### config.mk
export PLATFORM = sky130hd
export DESIGN_NAME = i2c_pio16_expander
export DESIGN_NICKNAME = d
export VERILOG_FILES = /design/src/rtl/xp_pkg.sv /design/src/rtl/xp_line_sync.sv /design/src/rtl/xp_bus_fsm.sv /design/src/rtl/xp_port_bank.sv /design/src/rtl/i2c_pio16_expander.sv
export SDC_FILE = /design/constraint.sdc
export NUM_CORES = 1
export LEC_CHECK = 0
export CORE_ASPECT_RATIO = 0.7
export CORE_MARGIN = 1.5
export CORE_UTILIZATION = 36
export DETAILED_ROUTE_END_ITERATION = 16
export GPL_ROUTABILITY_DRIVEN = 1
export PLACE_DENSITY_LB_ADDON = 0.12
export SLEW_MARGIN = 20
export SYNTH_ARGS = -nofsm -noshare
export SYNTH_HDL_FRONTEND = slang
export SYNTH_SLANG_ARGS = --single-unit
export TNS_END_PERCENT = 10
### constraint.sdc
create_clock -name clk_i -period 6.25 [get_ports clk_i]
set_input_delay 0.625 -clock clk_i [delete_from_list [all_inputs] [get_ports clk_i]]
set_output_delay 0.625 -clock clk_i [all_outputs]
set_load 0.005 [all_outputs]
### src/rtl/xp_pkg.sv
package xp_pkg;
  localparam int BYTE_W = 8;

  typedef enum logic [2:0] {
    ST_IDLE,
    ST_ADDR,
    ST_ADDR_ACK,
    ST_WR_DATA,
    ST_WR_ACK,
    ST_RD_DATA,
    ST_RD_ACK
  } xp_state_e;
endpackage

### src/rtl/xp_line_sync.sv
module xp_line_sync #(
  parameter int SYNC_STAGES = 2
) (
  input  logic clk_i,
  input  logic rst_ni,
  input  logic scl_i,
  input  logic sda_i,
  output logic sda_o,
  output logic scl_rise_o,
  output logic scl_fall_o,
  output logic start_o,
  output logic stop_o
);
  localparam int TOP = SYNC_STAGES - 1;

  logic [SYNC_STAGES-1:0] scl_pipe_q, sda_pipe_q;
  logic scl_last_q, sda_last_q;
  logic scl_now, sda_now;

  always_ff @(posedge clk_i or negedge rst_ni) begin
    if (!rst_ni) begin
      scl_pipe_q <= '1;
      sda_pipe_q <= '1;
      scl_last_q <= 1'b1;
      sda_last_q <= 1'b1;
    end else begin
      scl_pipe_q <= {scl_pipe_q[TOP-1:0], scl_i};
      sda_pipe_q <= {sda_pipe_q[TOP-1:0], sda_i};
      scl_last_q <= scl_now;
      sda_last_q <= sda_now;
    end
  end

  assign scl_now    = scl_pipe_q[TOP];
  assign sda_now    = sda_pipe_q[TOP];
  assign sda_o      = sda_now;
  assign scl_rise_o = scl_now & ~scl_last_q;
  assign scl_fall_o = ~scl_now & scl_last_q;
  assign start_o    = scl_now & scl_last_q & sda_last_q & ~sda_now;
  assign stop_o     = scl_now & scl_last_q & ~sda_last_q & sda_now;
endmodule

### src/rtl/xp_bus_fsm.sv
module xp_bus_fsm
  import xp_pkg::*;
#(
  parameter logic [3:0] ADDR_HI    = 4'b0100,
  parameter int         PORT_BYTES = 2,
  localparam int        IDX_W      = (PORT_BYTES > 1) ? $clog2(PORT_BYTES) : 1
) (
  input  logic              clk_i,
  input  logic              rst_ni,
  input  logic              sda_i,
  input  logic              scl_rise_i,
  input  logic              scl_fall_i,
  input  logic              start_i,
  input  logic              stop_i,
  input  logic [2:0]        strap_i,
  input  logic [BYTE_W-1:0] rd_byte_i,
  output logic              sda_oe_o,
  output logic              wr_stb_o,
  output logic [BYTE_W-1:0] wr_data_o,
  output logic [IDX_W-1:0]  byte_idx_o,
  output xp_state_e         state_o
);
  localparam logic [IDX_W-1:0] LAST_IDX = IDX_W'(PORT_BYTES - 1);
  localparam logic [3:0]       BITS_END = 4'(BYTE_W);

  xp_state_e         state_q, state_n;
  logic [3:0]        cnt_q, cnt_n;
  logic [BYTE_W-1:0] sh_q, sh_n;
  logic              rw_q, rw_n, oe_q, oe_n, mack_q, mack_n;
  logic [IDX_W-1:0]  idx_q, idx_n, idx_inc;
  logic              wr_stb;

  assign idx_inc = (idx_q == LAST_IDX) ? '0 : IDX_W'(idx_q + 1'b1);

  always_comb begin
    state_n = state_q;
    cnt_n   = cnt_q;
    sh_n    = sh_q;
    rw_n    = rw_q;
    oe_n    = oe_q;
    idx_n   = idx_q;
    mack_n  = mack_q;
    wr_stb  = 1'b0;
    if (stop_i) begin
      state_n = ST_IDLE;
      oe_n    = 1'b0;
    end else if (start_i) begin
      state_n = ST_ADDR;
      cnt_n   = '0;
      oe_n    = 1'b0;
      idx_n   = '0;
    end else begin
      case (state_q)
        ST_ADDR: begin
          if (scl_rise_i) begin
            sh_n  = {sh_q[BYTE_W-2:0], sda_i};
            cnt_n = 4'(cnt_q + 4'd1);
          end else if (scl_fall_i && cnt_q == BITS_END) begin
            if (sh_q[7:1] == {ADDR_HI, strap_i}) begin
              state_n = ST_ADDR_ACK;
              oe_n    = 1'b1;
              rw_n    = sh_q[0];
            end else begin
              state_n = ST_IDLE;
            end
          end
        end
        ST_ADDR_ACK: begin
          if (scl_fall_i) begin
            cnt_n = '0;
            idx_n = '0;
            if (rw_q) begin
              state_n = ST_RD_DATA;
              sh_n    = rd_byte_i;
              oe_n    = ~rd_byte_i[BYTE_W-1];
            end else begin
              state_n = ST_WR_DATA;
              oe_n    = 1'b0;
            end
          end
        end
        ST_WR_DATA: begin
          if (scl_rise_i) begin
            sh_n  = {sh_q[BYTE_W-2:0], sda_i};
            cnt_n = 4'(cnt_q + 4'd1);
          end else if (scl_fall_i && cnt_q == BITS_END) begin
            state_n = ST_WR_ACK;
            oe_n    = 1'b1;
          end
        end
        ST_WR_ACK: begin
          if (scl_rise_i) begin
            wr_stb = 1'b1;
          end else if (scl_fall_i) begin
            state_n = ST_WR_DATA;
            oe_n    = 1'b0;
            cnt_n   = '0;
            idx_n   = idx_inc;
          end
        end
        ST_RD_DATA: begin
          if (scl_rise_i) begin
            cnt_n = 4'(cnt_q + 4'd1);
          end else if (scl_fall_i) begin
            if (cnt_q == BITS_END) begin
              state_n = ST_RD_ACK;
              oe_n    = 1'b0;
              idx_n   = idx_inc;
            end else begin
              sh_n = {sh_q[BYTE_W-2:0], 1'b0};
              oe_n = ~sh_q[BYTE_W-2];
            end
          end
        end
        ST_RD_ACK: begin
          if (scl_rise_i) begin
            mack_n = ~sda_i;
          end else if (scl_fall_i) begin
            if (mack_q) begin
              state_n = ST_RD_DATA;
              cnt_n   = '0;
              sh_n    = rd_byte_i;
              oe_n    = ~rd_byte_i[BYTE_W-1];
            end else begin
              state_n = ST_IDLE;
              oe_n    = 1'b0;
            end
          end
        end
        default: ;
      endcase
    end
  end

  always_ff @(posedge clk_i or negedge rst_ni) begin
    if (!rst_ni) begin
      state_q <= ST_IDLE;
      cnt_q   <= '0;
      sh_q    <= '0;
      rw_q    <= 1'b0;
      oe_q    <= 1'b0;
      idx_q   <= '0;
      mack_q  <= 1'b0;
    end else begin
      state_q <= state_n;
      cnt_q   <= cnt_n;
      sh_q    <= sh_n;
      rw_q    <= rw_n;
      oe_q    <= oe_n;
      idx_q   <= idx_n;
      mack_q  <= mack_n;
    end
  end

  assign sda_oe_o   = oe_q;
  assign wr_stb_o   = wr_stb;
  assign wr_data_o  = sh_q;
  assign byte_idx_o = idx_q;
  assign state_o    = state_q;

  AST_QUIET_UNADDRESSED: assert property (@(posedge clk_i) disable iff (!rst_ni)
    (state_q == ST_IDLE || state_q == ST_ADDR) |-> !sda_oe_o);
  AST_STOP_TO_IDLE: assert property (@(posedge clk_i) disable iff (!rst_ni)
    stop_i |=> (state_q == ST_IDLE));
  AST_START_TO_ADDR: assert property (@(posedge clk_i) disable iff (!rst_ni)
    (start_i && !stop_i) |=> (state_q == ST_ADDR && idx_q == '0));
  AST_MASTER_ACK_FREE: assert property (@(posedge clk_i) disable iff (!rst_ni)
    (state_q == ST_RD_ACK) |-> !sda_oe_o);
  AST_BIT_COUNT_RANGE: assert property (@(posedge clk_i) disable iff (!rst_ni)
    cnt_q <= BITS_END);
endmodule

### src/rtl/xp_port_bank.sv
module xp_port_bank
  import xp_pkg::*;
#(
  parameter int PORT_BYTES = 2,
  localparam int PORT_W    = PORT_BYTES * BYTE_W,
  localparam int IDX_W     = (PORT_BYTES > 1) ? $clog2(PORT_BYTES) : 1
) (
  input  logic              clk_i,
  input  logic              rst_ni,
  input  logic              scl_fall_i,
  input  logic              wr_stb_i,
  input  logic [BYTE_W-1:0] wr_data_i,
  input  logic [IDX_W-1:0]  idx_i,
  input  logic [PORT_W-1:0] pin_i,
  output logic [BYTE_W-1:0] rd_byte_o,
  output logic [PORT_W-1:0] latch_o,
  output logic [PORT_W-1:0] boost_o
);
  localparam int               LOW_W    = (PORT_BYTES - 1) * BYTE_W;
  localparam logic [IDX_W-1:0] LAST_IDX = IDX_W'(PORT_BYTES - 1);

  logic [LOW_W-1:0]  held_low;
  logic [PORT_W-1:0] latch_q, latch_n, boost_q, boost_n, rd_vec;
  logic              commit;

  assign commit = wr_stb_i && (idx_i == LAST_IDX);

  for (genvar g = 0; g < PORT_BYTES - 1; g++) begin : g_hold
    logic [BYTE_W-1:0] hold_q;
    logic              hold_en;
    assign hold_en = wr_stb_i && (idx_i == IDX_W'(g));
    always_ff @(posedge clk_i or negedge rst_ni) begin
      if (!rst_ni) begin
        hold_q <= '1;
      end else if (hold_en) begin
        hold_q <= wr_data_i;
      end
    end
    assign held_low[g*BYTE_W +: BYTE_W] = hold_q;
  end

  always_comb begin
    latch_n = latch_q;
    boost_n = boost_q;
    if (commit) begin
      latch_n = {wr_data_i, held_low};
      boost_n = {wr_data_i, held_low};
    end else if (scl_fall_i) begin
      boost_n = '0;
    end
  end

  always_ff @(posedge clk_i or negedge rst_ni) begin
    if (!rst_ni) begin
      latch_q <= '1;
      boost_q <= '0;
    end else begin
      latch_q <= latch_n;
      boost_q <= boost_n;
    end
  end

  assign rd_vec = pin_i & latch_q;

  always_comb begin
    rd_byte_o = '0;
    for (int b = 0; b < PORT_BYTES; b++) begin
      if (idx_i == IDX_W'(b)) rd_byte_o = rd_vec[b*BYTE_W +: BYTE_W];
    end
  end

  assign latch_o = latch_q;
  assign boost_o = boost_q;

  AST_BOOST_DROPS: assert property (@(posedge clk_i) disable iff (!rst_ni)
    (scl_fall_i && !wr_stb_i) |=> (boost_o == '0));
  AST_HALF_PAIR_HOLDS: assert property (@(posedge clk_i) disable iff (!rst_ni)
    (wr_stb_i && idx_i != LAST_IDX) |=> $stable(latch_o));
endmodule

### src/rtl/i2c_pio16_expander.sv
module i2c_pio16_expander
  import xp_pkg::*;
#(
  parameter logic [3:0] ADDR_HI     = 4'b0100,
  parameter int         SYNC_STAGES = 2,
  parameter int         PORT_BYTES  = 2,
  localparam int        PORT_W      = PORT_BYTES * BYTE_W,
  localparam int        IDX_W       = (PORT_BYTES > 1) ? $clog2(PORT_BYTES) : 1
) (
  input  logic              clk_i,
  input  logic              rst_ni,
  input  logic              scl_i,
  input  logic              sda_i,
  output logic              sda_oe_o,
  input  logic [2:0]        strap_i,
  input  logic [PORT_W-1:0] port_pin_i,
  output logic [PORT_W-1:0] port_latch_o,
  output logic [PORT_W-1:0] boost_o
);
  logic [1:0]        rst_pipe_q;
  logic              rst_sync_n;
  logic              sda_s, scl_rise, scl_fall, bus_start, bus_stop;
  logic              wr_stb;
  logic [BYTE_W-1:0] wr_data, rd_byte;
  logic [IDX_W-1:0]  byte_idx;
  xp_state_e         fsm_state;

  always_ff @(posedge clk_i or negedge rst_ni) begin
    if (!rst_ni) rst_pipe_q <= '0;
    else         rst_pipe_q <= {rst_pipe_q[0], 1'b1};
  end
  assign rst_sync_n = rst_pipe_q[1];

  xp_line_sync #(.SYNC_STAGES(SYNC_STAGES)) u_sync (
    .clk_i      (clk_i),
    .rst_ni     (rst_sync_n),
    .scl_i      (scl_i),
    .sda_i      (sda_i),
    .sda_o      (sda_s),
    .scl_rise_o (scl_rise),
    .scl_fall_o (scl_fall),
    .start_o    (bus_start),
    .stop_o     (bus_stop)
  );

  xp_bus_fsm #(.ADDR_HI(ADDR_HI), .PORT_BYTES(PORT_BYTES)) u_fsm (
    .clk_i      (clk_i),
    .rst_ni     (rst_sync_n),
    .sda_i      (sda_s),
    .scl_rise_i (scl_rise),
    .scl_fall_i (scl_fall),
    .start_i    (bus_start),
    .stop_i     (bus_stop),
    .strap_i    (strap_i),
    .rd_byte_i  (rd_byte),
    .sda_oe_o   (sda_oe_o),
    .wr_stb_o   (wr_stb),
    .wr_data_o  (wr_data),
    .byte_idx_o (byte_idx),
    .state_o    (fsm_state)
  );

  xp_port_bank #(.PORT_BYTES(PORT_BYTES)) u_bank (
    .clk_i      (clk_i),
    .rst_ni     (rst_sync_n),
    .scl_fall_i (scl_fall),
    .wr_stb_i   (wr_stb),
    .wr_data_i  (wr_data),
    .idx_i      (byte_idx),
    .pin_i      (port_pin_i),
    .rd_byte_o  (rd_byte),
    .latch_o    (port_latch_o),
    .boost_o    (boost_o)
  );

  AST_LATCH_ONLY_IN_ACK: assert property (@(posedge clk_i) disable iff (!rst_sync_n)
    (fsm_state != ST_WR_ACK) |=> $stable(port_latch_o));
  AST_BOOST_IMPLIES_HIGH: assert property (@(posedge clk_i) disable iff (!rst_sync_n)
    $rose(boost_o != '0) |-> (fsm_state == ST_WR_ACK));
endmodule

# Yosys cells after proc, flatten, opt, wreduce, memory -nomap -nowiden
# Cells that the tools add are included.
# totals
register_bits	67
in_bits	23
elab_cells	161
# op_classes
addsub	2
eq_ne	40
mux	69
n_bitwise	18
reduce_logical	17
# op_table
operator	n
8-bit 2-to-1 mux	10
3-bit 2-to-1 mux	16
16-bit 2-to-1 mux	2
4-bit by 3-bit != test with 1-bit output (second input constant)	8
8-bit one-hot mux with 4 select lines	1
1-bit 2-to-1 mux	28
4-bit 2-to-1 mux	7
13-bit AND reduction	2
4-bit != test (second input constant)	5
3-bit by 2-bit != test with 1-bit output (second input constant)	6
3-bit one-hot mux with 6 select lines	1
16-bit AND	1
4-bit one-hot mux with 4 select lines	1
2-bit by 1-bit != test with 1-bit output (second input constant)	6
12-bit AND reduction	1
1-bit NOT	10
3-bit == test (second input constant)	3
3-bit != test (second input constant)	3
8-bit AND reduction	1
4-bit nonzero test	2
8-bit nonzero test	1
1-bit AND	7
7-bit by 6-bit == test with 1-bit output	1
7-bit AND reduction	1
other kinds (17)	22

# Longest topological paths before layout
# logic_depth
depth_word	9
ltp_mapped	7
depth_no_buf	7

# Modules after synthesis
# A second synthesis with hierarchy kept.
# unflattened
cells_unflattened	272
area_unflattened_um2	3291.9
# by_module_without_submodules
mod	n_inst	cells_per_inst	area_each_um2	seq_area_each_um2
xp_port_bank	1	115	1692.9	1031.0
xp_bus_fsm	1	144	1355.0	475.5
xp_line_sync	1	10	190.2	157.7
i2c_pio16_expander	1	3	53.8	50.0

# Least setup slack after synthesis
# OpenSTA, ideal clock, no wires.
# synth_path
path_type	reg2reg
from	register u_fsm.sh_q[5] (netlist: u_fsm.wr_data_o[5])
to	register u_fsm.rw_q
arrival_time_ns	1.733
path_slack_ns	4.390
stages_incl_launch_ff	5
path_buffers	0
path_cell_list	dfrtp_1 or4b_1 nor4_2 nand4_1 mux2_1
# synth_between
elab_chain_len	2
# synth_lines
element	line	rtl
start, declared	xp_bus_fsm.sv:28	logic [BYTE_W-1:0] sh_q, sh_n;
start signal, assigned	xp_bus_fsm.sv:147	sh_q <= sh_n;
7-bit by 6-bit == test with 1-bit output	xp_bus_fsm.sv:59	if (sh_q[7:1] == {ADDR_HI, strap_i}) begin
6-bit AND reduction (no line)	-	
end signal, assigned	xp_bus_fsm.sv:148	rw_q <= rw_n;
end, declared	xp_bus_fsm.sv:29	logic rw_q, rw_n, oe_q, oe_n, mack_q, mack_n;
# No other way between the ends.
# A chain may end at the register's enable or synchronous reset.

# Final worst setup path
# layout_path
from	register u_fsm.state_q[2] (netlist: u_fsm.state_o[2])
to	register u_bank.boost_q[9] (netlist: u_bank.boost_o[9])
# layout_between
elab_chain_len	6
elab_cells_between_ends	7
# layout_lines
element	line	rtl
start, declared	xp_bus_fsm.sv:26	xp_state_e state_q, state_n;
start signal, assigned	xp_bus_fsm.sv:145	state_q <= state_n;
3-bit == test (*)	xp_bus_fsm.sv:53	case (state_q)
1-bit 2-to-1 mux (*)	xp_bus_fsm.sv:53	
1-bit 2-to-1 mux (*)	xp_bus_fsm.sv:47	end else if (start_i) begin
1-bit 2-to-1 mux (*)	xp_bus_fsm.sv:44	if (stop_i) begin
1-bit logical AND (*)	xp_port_bank.sv:26	assign commit = wr_stb_i && (idx_i == LAST_IDX);
16-bit 2-to-1 mux / 2-bit nonzero test (equally long branches)	-	
end signal, assigned	xp_port_bank.sv:59	boost_q <= boost_n;
end, declared	xp_port_bank.sv:23	logic [PORT_W-1:0] latch_q, latch_n, boost_q, boost_n, rd_vec;
# Every way passes the cells marked *; elsewhere a longest branch is shown, timed or not.

==> flow_summary.yaml <==
setup_path:
  critPathLaunchType: "register"
  max_stage_delay_ns: 0.65
  cp_cell_sequence: "nand2b_1, nor4_4, buf_4, nor2_1, buf_4, a22o_1"
  critPathCaptureType: "register"
  cp_max_fo: 33
  path_buf_inv: 2
  crit_required_ns: 6.47
  arrival_ns: 2.42
  cp_top_family: "flip-flops"
  cp_common_cell: "buf_4"
  critPathSlowestCell: "dfrtp_1"
  path_class: "reg2reg"
clocking:
  cts_tree: "built"
  cts_hold_buf: 0
  htreeDepth: 3
  postCtsSetupBuffers: 0
  clock-sinks: 67
  cts-buffers-inserted: 9
  ctsResizeCount: 0
  path_clk_slew_ns: 0.06
  clk_latency_ns: 0.33
  clk_path_buf_depth: 2
  clockRootBuffer: "clkbuf_16"
die:
  die_height_microns: 80.47
  top_level_ports: 56
  core_sq_um: 8373
  std_cell_rows: 28
  die_w_microns: 113.7
  start_util: 0.3686
  die_area_sq_um: 9147
synthesis:
  ys_seq_area_frac: 0.5553
  synth_edf_count: 0
  synth_ff_type: "dfrtp_1"
  synth_area_sq_um: 3087
  synthArstFlopShare: 1.000
  synth_nets: 291
  synthDistinctLibCells: 49
  syn_avg_cell_area_sq_um: 11.60
  ys_warn_count: 0
  ys_ff_latch: 67
  synth_cells: 266
place:
  place_congestion: 0.8083
  dp_hpwl_microns: 4907
  port_buffers: 55
  dpl-instance-area_sq_um: 3742
route:
  drt-total-wl_microns: 7427
  wl_per_cell_microns: 17.15
  post_drt_via_cell_ratio: 5.300
  drt.antenna.violating_nets: 0
  vias: 2295
  drc: 0
  firstDrtPassIters: 4
  drt_iter0_markers: 108
cells_and_area:
  final_nets: 348
  multi_input_area_sq_um: 1304
  syn_to_final_growth_pct: 30.64
  final-seq-area_sq_um: 1715
  finalInstanceArea_sq_um: 4033
  diodes: 0
  drive_above_1_share: 0.2683
  fillers: 755
sta:
  fin_setup_tns_ns: 0
  tightest_slew_ns: 0.7963
  fin_crit_sh: 0.3526
  setup_viol: 0
  slew_viol_final: 0
  rsz0062_at_grt: "no"
  fin_crit_ns: 2.204
  holdWs_ns: 0.3501
  slew_headroom: 0.4692
  max_freq_mhz: 453.8
  skew_ns: 0.007542
  hold_violations: 0
global_route:
  met2_usage: 0.2145
  grt_util_all_layers: 0.1757
  grt_overflow_total: 0
  grt.met3_usage: 0.06113
  grt_use_met1: 0.2785
  grt_max_degree: 66
  grt_pass1_wl_microns: 12000
  antenna_found_initial: 0
  globalRoute.busiestLayer: "met1"
  grt_pass1_vias: 2134
power_and_ir_drop:
  powerDensity_nw_per_um2: 308.1
  irDropWorstVdd_mv: 0.1305
  p_leak_uw: 0.001725
worst_hold_path:
  hp-class: "reg2reg"
status:
  status: "finished clean"
run:
  drv_cap: 0
per-layer routing:
metal	part of all wire	wire length, microns
met4	0.0093	69
met2	0.37	2748
met5	0	0
met3	0.073	543
met1	0.55	4065
power by group:
group          internal [uW]  switching, uW
Sequential               474           76.1
Combinational           93.9            101
Clock                    319            179
Total                    886            356
cell type report:
type / count / share of cell area
clock inverter: 3 / 0.009929
tap: 105 / 0.03258
multi-input combinational: 182 / 0.3233
clock buffer: 13 / 0.06205
inverter: 5 / 0.004654
timing repair buffer: 58 / 0.1421
sequential: 67 / 0.4254
sequential cells by signal (all words and copies together), names as in the netlist:
signal / cells
u_bank.boost_o: 16
rst_pipe_q: 2
u_sync.scl_pipe_q: 2
u_fsm.byte_idx_o: 1
u_sync.sda_last_q: 1
u_fsm.mack_q: 1
u_fsm.cnt_q: 4
u_fsm.state_o: 3
u_fsm.sda_oe_o: 1
u_fsm.rw_q: 1
u_sync.sda_pipe_q: 2
u_bank.g_hold.hold_q: 8
u_sync.scl_last_q: 1
u_fsm.wr_data_o: 8
u_bank.latch_o: 16
cells in the mapped netlist, types with 2 or more instances:
cell / instances / area [sq um]
a21oi_1: 18 / 90.09
a22o_1: 16 / 140.1
a31oi_1: 9 / 56.30
and3_1: 8 / 50.05
buf_2: 4 / 20.02
clkbuf_1: 7 / 26.28
dfrtp_1: 37 / 925.9
dfstp_2: 30 / 788.3
ha_1: 2 / 25.02
inv_1: 4 / 15.01
mux2_2: 33 / 371.6
nand2_1: 18 / 67.56
nand2b_1: 5 / 31.28
nand3_1: 4 / 20.02
nand4_1: 4 / 25.02
nor2_1: 20 / 75.07
nor3_1: 3 / 15.01
o21ai_0: 8 / 40.04
o22a_1: 2 / 17.52
or2_2: 2 / 12.51
or3_1: 2 / 12.51
xor2_1: 3 / 26.28
path summary, 6_finish.rpt:
kind	cells past startpoint	start	slack, ns	end
max	6	u_fsm.state_o[2]$_DFFE_PN0P_	4.05	u_bank.boost_o[9]$_DFFE_PN0P_
max in group asynchronous	1	rst_pipe_q[1]$_DFF_PN0_	5.30	u_fsm.rw_q$_DFFE_PN0P_
min in group asynchronous	1	rst_pipe_q[1]$_DFF_PN0_	0.44	u_fsm.cnt_q[3]$_DFFE_PN0P_
min	0	rst_pipe_q[0]$_DFF_PN0_	0.35	rst_pipe_q[1]$_DFF_PN0_
max reg2reg	6	u_fsm.state_o[2]$_DFFE_PN0P_	4.05	u_bank.boost_o[9]$_DFFE_PN0P_
min reg2reg	0	rst_pipe_q[0]$_DFF_PN0_	0.35	rst_pipe_q[1]$_DFF_PN0_
metrics by stage:
step	worst slack [ns]	instances	utilization	power [uW]
floorplan	4.299	266	-	677.2
global placement	4.035	417	0.4470	748.4
detailed placement	3.997	417	0.4470	752.2
CTS	4.045	433	0.4816	1252
global route	3.863	433	0.4816	1306
finish	4.046	433	0.4816	1242
cell usage in the layout (no fill, tap or decap), types with 4 or more instances in the layout:
cell type        instances
clkdlybuf4s50_1         55
dfrtp_1                 36
mux2_2                  33
dfstp_2                 30
nor2_1                  20
a21oi_1                 18
nand2_1                 18
a22o_1                  16
a31oi_1                  9
clkbuf_16                9
and3_1                   8
o21ai_0                  8
nand2b_1                 5
inv_1                    4
nand3_1                  4
nand4_1                  4
cells by family (layout without fill, tap and decap cells):
kind of cell	Yosys count	after routing	share of synthesized area
AOI/OAI and AO/OA	63	63	0.1386
and+or+nand+nor	78	78	0.1390
DFF	67	67	0.5553
adders and majority gates	2	2	0.008106
muxes	34	34	0.1240
other	1	1	0.001215
xor gates and xnor gates	4	4	0.01135
buffers and inverters	17	79	0.02229
Power figures use the tool's default switching activity.
